[config.mk]
export PLATFORM = sky130hd
export DESIGN_NAME = i2c_word_master
export DESIGN_NICKNAME = d
export VERILOG_FILES = /design/src/rtl/i2cw_pkg.sv /design/src/rtl/i2cw_tick_gen.sv /design/src/rtl/i2cw_engine.sv /design/src/rtl/i2c_word_master.sv
export SDC_FILE = /design/constraint.sdc
export NUM_CORES = 1
export LEC_CHECK = 0
export BUFFER_PORTS_ARGS = -buffer_cell sky130_fd_sc_hd__buf_2
export CAP_MARGIN = 5
export CORE_MARGIN = 4
export CORE_UTILIZATION = 30
export CTS_CLUSTER_SIZE = 10
export DETAILED_ROUTE_END_ITERATION = 16
export GPL_ROUTABILITY_DRIVEN = 0
export HOLD_SLACK_MARGIN = 0.03
export REMOVE_ABC_BUFFERS = 1
export SETUP_SLACK_MARGIN = 0.1
export SLEW_MARGIN = 20
export SYNTH_ARGS = -nofsm -noshare
export SYNTH_HDL_FRONTEND = slang
export SYNTH_HIERARCHICAL = 1
export SYNTH_SLANG_ARGS = --single-unit
[constraint.sdc]
create_clock -name clk -period 3.09 [get_ports clk]
set_input_delay 0.1545 -clock clk [delete_from_list [all_inputs] [get_ports clk]]
set_output_delay 0.1545 -clock clk [all_outputs]
set_load 0.02 [all_outputs]
[src/rtl/i2cw_pkg.sv]
package i2cw_pkg;
  typedef enum logic [2:0] {
    ST_IDLE  = 3'd0,
    ST_START = 3'd1,
    ST_BIT   = 3'd2,
    ST_WAIT  = 3'd3,
    ST_STOP  = 3'd4
  } eng_st_e;

  localparam logic [1:0] RA_DESC = 2'd0;
  localparam logic [1:0] RA_DATA = 2'd1;
  localparam logic [1:0] RA_STAT = 2'd2;
  localparam logic [1:0] RA_CTRL = 2'd3;

  localparam int FLG_DATA  = 0;
  localparam int FLG_DONE  = 1;
  localparam int FLG_ANACK = 2;
  localparam int FLG_DNACK = 3;
  localparam int NUM_FLG   = 4;
endpackage

[src/rtl/i2cw_tick_gen.sv]
module i2cw_tick_gen #(
  parameter int QUARTER = 4
) (
  input  logic clk,
  input  logic rst_n,
  output logic tick
);
  localparam int QW = (QUARTER > 2) ? $clog2(QUARTER) : 1;
  localparam logic [QW-1:0] LAST = QW'(QUARTER - 1);

  logic [QW-1:0] cnt_q, cnt_d;

  assign tick = (cnt_q == LAST);

  always_comb begin
    cnt_d = tick ? '0 : cnt_q + 1'b1;
  end

  always_ff @(posedge clk or negedge rst_n) begin
    if (!rst_n) cnt_q <= '0;
    else        cnt_q <= cnt_d;
  end
endmodule

[src/rtl/i2cw_engine.sv]
module i2cw_engine
  import i2cw_pkg::*;
(
  input  logic       clk,
  input  logic       rst_n,
  input  logic       tick,
  input  logic       go,
  input  logic       rx_mode,
  input  logic [6:0] slave_addr,
  input  logic       cnt_zero,
  input  logic       cnt_one,
  input  logic       word_ok,
  input  logic [7:0] tx_byte,
  input  logic       sda_in,
  output logic       scl_oe,
  output logic       sda_oe,
  output logic       take,
  output logic       rx_stb,
  output logic [7:0] rx_byte,
  output logic       done_stb,
  output logic       anack_stb,
  output logic       dnack_stb,
  output logic       busy,
  output eng_st_e    state
);
  eng_st_e    st_q, st_d;
  logic [1:0] q_q, q_d;
  logic [3:0] bit_q, bit_d;
  logic [7:0] sh_q, sh_d;
  logic       adr_q, adr_d;
  logic       ack_q, ack_d;
  logic       drv_q, drv_d;
  logic       abort_q, abort_d;
  logic       master_tx;

  assign master_tx = adr_q || !rx_mode;

  always_comb begin
    st_d = st_q; q_d = q_q; bit_d = bit_q; sh_d = sh_q;
    adr_d = adr_q; ack_d = ack_q; drv_d = drv_q; abort_d = abort_q;
    take = 1'b0; rx_stb = 1'b0; done_stb = 1'b0;
    anack_stb = 1'b0; dnack_stb = 1'b0;
    unique case (st_q)
      ST_IDLE: begin
        drv_d   = 1'b0;
        abort_d = 1'b0;
        if (go && tick) begin st_d = ST_START; q_d = 2'd0; end
      end
      ST_START: if (tick) begin
        q_d = q_q + 2'd1;
        if (q_q == 2'd1) drv_d = 1'b1;
        if (q_q == 2'd3) begin
          st_d = ST_BIT; bit_d = 4'd0; adr_d = 1'b1;
          sh_d = {slave_addr, rx_mode};
        end
      end
      ST_BIT: if (tick) begin
        q_d = q_q + 2'd1;
        if (q_q == 2'd0) begin
          if (bit_q < 4'd8) drv_d = master_tx ? ~sh_q[7] : 1'b0;
          else              drv_d = master_tx ? 1'b0 : ~cnt_one;
        end
        if (q_q == 2'd2) begin
          if (bit_q < 4'd8) sh_d = {sh_q[6:0], sda_in};
          else              ack_d = sda_in;
        end
        if (q_q == 2'd3) begin
          if (bit_q != 4'd8) bit_d = bit_q + 4'd1;
          else begin
            bit_d = 4'd0;
            if (master_tx) begin
              if (ack_q) begin
                st_d = ST_STOP; abort_d = 1'b1;
                if (adr_q) anack_stb = 1'b1;
                else       dnack_stb = 1'b1;
              end else if (cnt_zero) st_d = ST_STOP;
              else begin
                adr_d = 1'b0;
                if (!rx_mode) begin
                  if (word_ok) begin take = 1'b1; sh_d = tx_byte; end
                  else st_d = ST_WAIT;
                end
              end
            end else begin
              rx_stb = 1'b1;
              if (cnt_one) st_d = ST_STOP;
            end
          end
        end
      end
      ST_WAIT: if (word_ok && tick) begin
        take = 1'b1; sh_d = tx_byte;
        st_d = ST_BIT; q_d = 2'd0; bit_d = 4'd0;
      end
      ST_STOP: if (tick) begin
        q_d = q_q + 2'd1;
        if (q_q == 2'd0) drv_d = 1'b1;
        if (q_q == 2'd2) drv_d = 1'b0;
        if (q_q == 2'd3) begin st_d = ST_IDLE; done_stb = !abort_q; end
      end
      default: st_d = ST_IDLE;
    endcase
  end

  always_ff @(posedge clk or negedge rst_n) begin
    if (!rst_n) begin
      st_q <= ST_IDLE; q_q <= 2'd0; bit_q <= 4'd0; sh_q <= 8'd0;
      adr_q <= 1'b0; ack_q <= 1'b0; drv_q <= 1'b0; abort_q <= 1'b0;
    end else begin
      st_q <= st_d; q_q <= q_d; bit_q <= bit_d; sh_q <= sh_d;
      adr_q <= adr_d; ack_q <= ack_d; drv_q <= drv_d; abort_q <= abort_d;
    end
  end

  always_comb begin
    unique case (st_q)
      ST_BIT:  scl_oe = !q_q[1];
      ST_WAIT: scl_oe = 1'b1;
      ST_STOP: scl_oe = (q_q == 2'd0);
      default: scl_oe = 1'b0;
    endcase
  end

  assign sda_oe  = drv_q;
  assign rx_byte = sh_q;
  assign busy    = (st_q != ST_IDLE);
  assign state   = st_q;

  AST_SDA_MOVES_LOW: assert property (@(posedge clk) disable iff (!rst_n)
    (!$stable(sda_oe) && st_q == ST_BIT && $past(st_q) == ST_BIT) |-> (scl_oe && $past(scl_oe)));
  AST_ONE_EVENT: assert property (@(posedge clk) disable iff (!rst_n)
    $onehot0({take, rx_stb, done_stb, anack_stb, dnack_stb}));
endmodule

[src/rtl/i2c_word_master.sv]
module i2c_word_master
  import i2cw_pkg::*;
#(
  parameter int QUARTER = 4,
  parameter int CNT_W   = 8
) (
  input  logic        clk,
  input  logic        rst_n,
  input  logic        bus_wr,
  input  logic [1:0]  bus_addr,
  input  logic [31:0] bus_wdata,
  output logic [31:0] bus_rdata,
  output logic        irq,
  input  logic        scl_in,
  input  logic        sda_in,
  output logic        scl_oe,
  output logic        sda_oe
);
  localparam int DIR_B   = CNT_W;
  localparam int ADDR_LO = CNT_W + 1;
  localparam int PAD_W   = 32 - CNT_W - 8;

  logic rs1_q, srst_n;
  always_ff @(posedge clk or negedge rst_n) begin
    if (!rst_n) begin rs1_q <= 1'b0; srst_n <= 1'b0; end
    else        begin rs1_q <= 1'b1; srst_n <= rs1_q; end
  end

  logic [CNT_W-1:0]   cnt_q, cnt_d;
  logic               dir_q, dir_d;
  logic [6:0]         sadr_q, sadr_d;
  logic [31:0]        wrd_q, wrd_d;
  logic [1:0]         bp_q, bp_d;
  logic               wok_q, wok_d, pend_q, pend_d;
  logic [7:0]         ctl_q, ctl_d;
  logic [NUM_FLG-1:0] flg_q, flg_d, flg_set, flg_clr;
  logic               data_ev;

  logic       tick, take, rx_stb, done_stb, anack_stb, dnack_stb, busy;
  logic       e_scl, e_sda;
  logic [7:0] rx_byte, tx_byte;
  eng_st_e    e_state;

  logic en, sw, idle, wr_desc, wr_data, wr_ctrl;
  assign en      = ctl_q[0];
  assign sw      = ctl_q[1];
  assign idle    = !busy && !pend_q;
  assign wr_desc = bus_wr && (bus_addr == RA_DESC);
  assign wr_data = bus_wr && (bus_addr == RA_DATA);
  assign wr_ctrl = bus_wr && (bus_addr == RA_CTRL);

  i2cw_tick_gen #(.QUARTER(QUARTER)) u_tick (.clk(clk), .rst_n(srst_n), .tick(tick));

  i2cw_engine u_eng (
    .clk(clk), .rst_n(srst_n), .tick(tick), .go(pend_q), .rx_mode(dir_q),
    .slave_addr(sadr_q), .cnt_zero(cnt_q == '0), .cnt_one(cnt_q == CNT_W'(1)),
    .word_ok(wok_q), .tx_byte(tx_byte), .sda_in(sda_in),
    .scl_oe(e_scl), .sda_oe(e_sda), .take(take), .rx_stb(rx_stb), .rx_byte(rx_byte),
    .done_stb(done_stb), .anack_stb(anack_stb), .dnack_stb(dnack_stb),
    .busy(busy), .state(e_state)
  );

  always_comb begin
    unique case (bp_q)
      2'd0:    tx_byte = wrd_q[31:24];
      2'd1:    tx_byte = wrd_q[23:16];
      2'd2:    tx_byte = wrd_q[15:8];
      default: tx_byte = wrd_q[7:0];
    endcase
  end

  always_comb begin
    cnt_d = cnt_q; dir_d = dir_q; sadr_d = sadr_q; wrd_d = wrd_q;
    bp_d = bp_q; wok_d = wok_q; pend_d = pend_q; ctl_d = ctl_q;
    data_ev = 1'b0;
    if (busy) pend_d = 1'b0;
    if (wr_desc && idle) begin
      cnt_d  = bus_wdata[CNT_W-1:0];
      dir_d  = bus_wdata[DIR_B];
      sadr_d = bus_wdata[ADDR_LO +: 7];
      if (bus_wdata[DIR_B] && en) begin pend_d = 1'b1; bp_d = 2'd0; wrd_d = '0; end
    end
    if (take) begin
      cnt_d = cnt_q - 1'b1;
      bp_d  = bp_q + 2'd1;
      if (bp_q == 2'd3) begin wok_d = 1'b0; data_ev = (cnt_q != CNT_W'(1)); end
    end
    if (rx_stb) begin
      cnt_d = cnt_q - 1'b1;
      bp_d  = bp_q + 2'd1;
      unique case (bp_q)
        2'd0:    wrd_d = {rx_byte, 24'd0};
        2'd1:    wrd_d[23:16] = rx_byte;
        2'd2:    wrd_d[15:8]  = rx_byte;
        default: wrd_d[7:0]   = rx_byte;
      endcase
      data_ev = (bp_q == 2'd3) || (cnt_q == CNT_W'(1));
    end
    if (wr_data) begin
      wrd_d = bus_wdata; bp_d = 2'd0; wok_d = 1'b1;
      if (idle && !dir_q && en) pend_d = 1'b1;
    end
    if (wr_ctrl) ctl_d = bus_wdata[7:0];
  end

  assign flg_set = {dnack_stb, anack_stb, done_stb, data_ev};
  assign flg_clr = wr_ctrl ? bus_wdata[11:8] : '0;

  for (genvar i = 0; i < NUM_FLG; i++) begin : g_flag
    always_comb flg_d[i] = flg_set[i] | (flg_q[i] & !flg_clr[i]);
  end

  always_ff @(posedge clk or negedge srst_n) begin
    if (!srst_n) begin
      cnt_q <= '0; dir_q <= 1'b0; sadr_q <= '0; wrd_q <= '0; bp_q <= 2'd0;
      wok_q <= 1'b0; pend_q <= 1'b0; ctl_q <= '0; flg_q <= '0;
    end else begin
      cnt_q <= cnt_d; dir_q <= dir_d; sadr_q <= sadr_d; wrd_q <= wrd_d; bp_q <= bp_d;
      wok_q <= wok_d; pend_q <= pend_d; ctl_q <= ctl_d; flg_q <= flg_d;
    end
  end

  assign scl_oe = sw ? !ctl_q[3] : e_scl;
  assign sda_oe = sw ? !ctl_q[2] : e_sda;
  assign irq    = |(flg_q & ctl_q[7:4]);

  always_comb begin
    unique case (bus_addr)
      RA_DESC: bus_rdata = {{PAD_W{1'b0}}, sadr_q, dir_q, cnt_q};
      RA_DATA: bus_rdata = wrd_q;
      RA_STAT: bus_rdata = {21'd0, e_state, busy, dir_q, scl_in, sda_in, flg_q};
      default: bus_rdata = {24'd0, ctl_q};
    endcase
  end

  AST_CNT_STEP: assert property (@(posedge clk) disable iff (!srst_n)
    (busy && $past(busy)) |-> (cnt_q == $past(cnt_q) || cnt_q == $past(cnt_q) - 1'b1));
  AST_TAKE_HAS_WORD: assert property (@(posedge clk) disable iff (!srst_n)
    take |-> (wok_q && cnt_q != '0));
endmodule

==> impl_metrics.ini <==
[yosys]
synth_area_per_cell_um2 = 9.01
synth_edf_count = 0
synthDistinctLibCells = 64
ys_seq_elements = 89
ys_seq_area_frac = 0.395
synth_area_leaders = dfrtp_1 39%, mux2i_1 5.5%, nand2_1 5.5%
synth_warnings = 6
syn_area_um2 = 5640
yosysTopAreaCell = dfrtp_1
synth_top_area_share = 0.395
async_flop_share = 1.00
postSynthCellCount = 626
synth_common_cells = 89 x dfrtp_1, 82 x nand2_1, 52 x a21oi_1, 48 x nor2_1, 33 x nand3_1
ys.flop_type = dfrtp_1
synth_most_common_cell = dfrtp_1

[timing]
fin_crit_ns = 2.68
fin_crit_sh = 0.869
relSlewSlack = 0.429
tns_ns = 0
hold_viol = 0
fin_worst_skew_ns = 0.00983
fmax_ghz = 0.372
worst_pin_slew_ns = 0.854
rsz0062_at_grt = no
worst_slack_ns = 0.405
slew_viol_final = 0
setup_violations = 0

[die]
fp.dieH_um = 145
dieWidth_um = 145
ios = 74
rows = 49
core-area_um2 = 18200
die_area_um2 = 21100
start_util = 0.310

[critical_path]
end_kind = flop
worstSetupStartpointType = flop
cp.required_ns = 3.33
worstPathArrival_ns = 2.92
r2r_cells = 10
worst-setup-path-type = reg2reg
crit_fanout = 8

[drt]
routedWlPerCell_um = 19.8
drt-total-wl_um = 18200
initialDrtViolationCount = 511
drtAntennaViolNets = 0
num_vias = 5166
drcViolationCount = 0
via_per_inst = 5.62
firstDrtPassIters = 6

[hold_path]
hold-path-cell-count = 3
worstHoldPathType = in2reg

[finish]
syn_to_final_growth_pct = 16.1
drive_above_1_share = 0.198
antenna_cells = 0
nNetsFinal = 739
fillerInstances = 1886

[cts]
htree_levels = 3
clock_latency_ns = 0.35
postCtsSetupBuffers = 0
clkTransAtPathRegs_ns = 0.07
cts.sinks = 89
clock_tree.buffer_depth = 2
root_buffer = clkbuf_16
cts-buffers-inserted = 9
cts_resized = 0
cts_tree = done

[grt]
grt_max_degree = 88
grt_use_total = 0.171
grt_overflow_total = 0
first_global_vias = 5227
grt_pass1_wl_um = 28900
grt_antenna_before_repair = 0

[power]
seqPwrFrac = 0.476
power_switching_mw = 0.985
swShare = 0.323
p_leak_nw = 3.00
total_power_mw = 3.05
p_per_area_nw_per_um2 = 466
pwr-share-comb = 0.173
peakVddDrop_mv = 0.274
p_int_mw = 2.06
pwr-share-clk = 0.351

[placed_design]
dpl.hpwl_um = 13000
place_ws_ns = 0.462
portBuffers = 73

[status]
status = finished, final reports clean

[run]
cap_violations = 0
sequential cells by signal (all words and copies together) (netlist names), 2 cells and up:
register,flops
ctl_q,8
u_tick/cnt_q,2
bp_q,2
sadr_q,7
wrd_q,32
u_eng/state,3
flg_q,4
u_eng/bit_q,4
cnt_q,8
u_eng/q_q,2
u_eng/rx_byte,8
metal layers:
layer	share of wire	global-route usage
met5	0	0
met4	0.030	0.0646
met3	0.071	0.0474
met2	0.46	0.266
met1	0.44	0.229
worst paths after layout:
check,start,to,slack (ns)
worst max-delay path,cnt_q[0],cnt_q[3],0.41
worst min-delay path,bus_wdata[23],wrd_q[23],0.05
worst max register to register,cnt_q[0],cnt_q[3],0.41
worst min register to register,rs1_q,srst_n,0.35
max in group asynchronous,srst_n,u_eng/q_q[0],2.35
min in group asynchronous,rst_n,srst_n,0.10
worst max-delay path, cell delays in order (launching register included):
cell	delay, ns
dfrtp_1	0.47
inv_1	0.11
ha_1	0.20
nor3b_1	0.15
nor2_1	0.23
and4_1	0.25
nand2_1	0.06
a21oi_1	0.29
or2_1	0.34
nor2_1	0.11
a221o_1	0.37
cells in the final DEF, fill, tap and decap left out, drive strengths merged, types with 9 or more instances in the layout:
cell     n
nand2   82
and3    11
ha      14
inv     30
a31oi   29
dfrtp   89
clkbuf   9
nor2    49
buf     87
mux2i   31
o21ai   31
nand3   33
and2    19
a21oi   53
mux2    11
final cells by class:
type,count,area (um^2),area share
Clock buffer,9,225,0.0344
Clock inverter,7,52.6,0.00802
Inverter,27,101,0.0155
Multi-Input combinational cell,467,3110,0.474
Sequential cell,89,2230,0.341
Tap cell,229,287,0.0438
Timing Repair Buffer,92,546,0.0833
metrics by stage:
step	hold slack, ns	instance area (um^2)	utilization	instances
floorplan	-0.141	5440	-	583
global placement	-0.0578	6220	0.342	899
detailed placement	-0.0584	6220	0.342	899
CTS	0.0312	6540	0.359	919
global route	0.0385	6550	0.360	920
finish	0.0460	6550	0.360	920
cell families after synthesis:
group,after synthesis,share of synthesized area
flops,89,0.395
xor+xnor,1,0.00155
buf+inv,70,0.0543
compound gates,166,0.204
mux,50,0.109
simple gates,235,0.205
other cells,1,0.000665
fa+ha+maj,14,0.0311
power by group through the flow:
stage | combinational [mW] | clock, mW | sequential, mW
finish | 0.529 | 1.07 | 1.45
global route | 0.586 | 1.15 | 1.46
CTS | 0.531 | 1.10 | 1.45
detailed placement | 0.524 | 0 | 1.47
global placement | 0.519 | 0 | 1.47
floorplan | 0.338 | 0 | 1.40
what timing repair did:
| action | CTS | global route |
|---|---|---|
| hold endpoints to repair | 5 | 1 |
| hold buffers | 4 | 1 |
| endpoints found under the setup margin | 0 | 0 |
No activity file was read; power rests on OpenSTA's default activity.
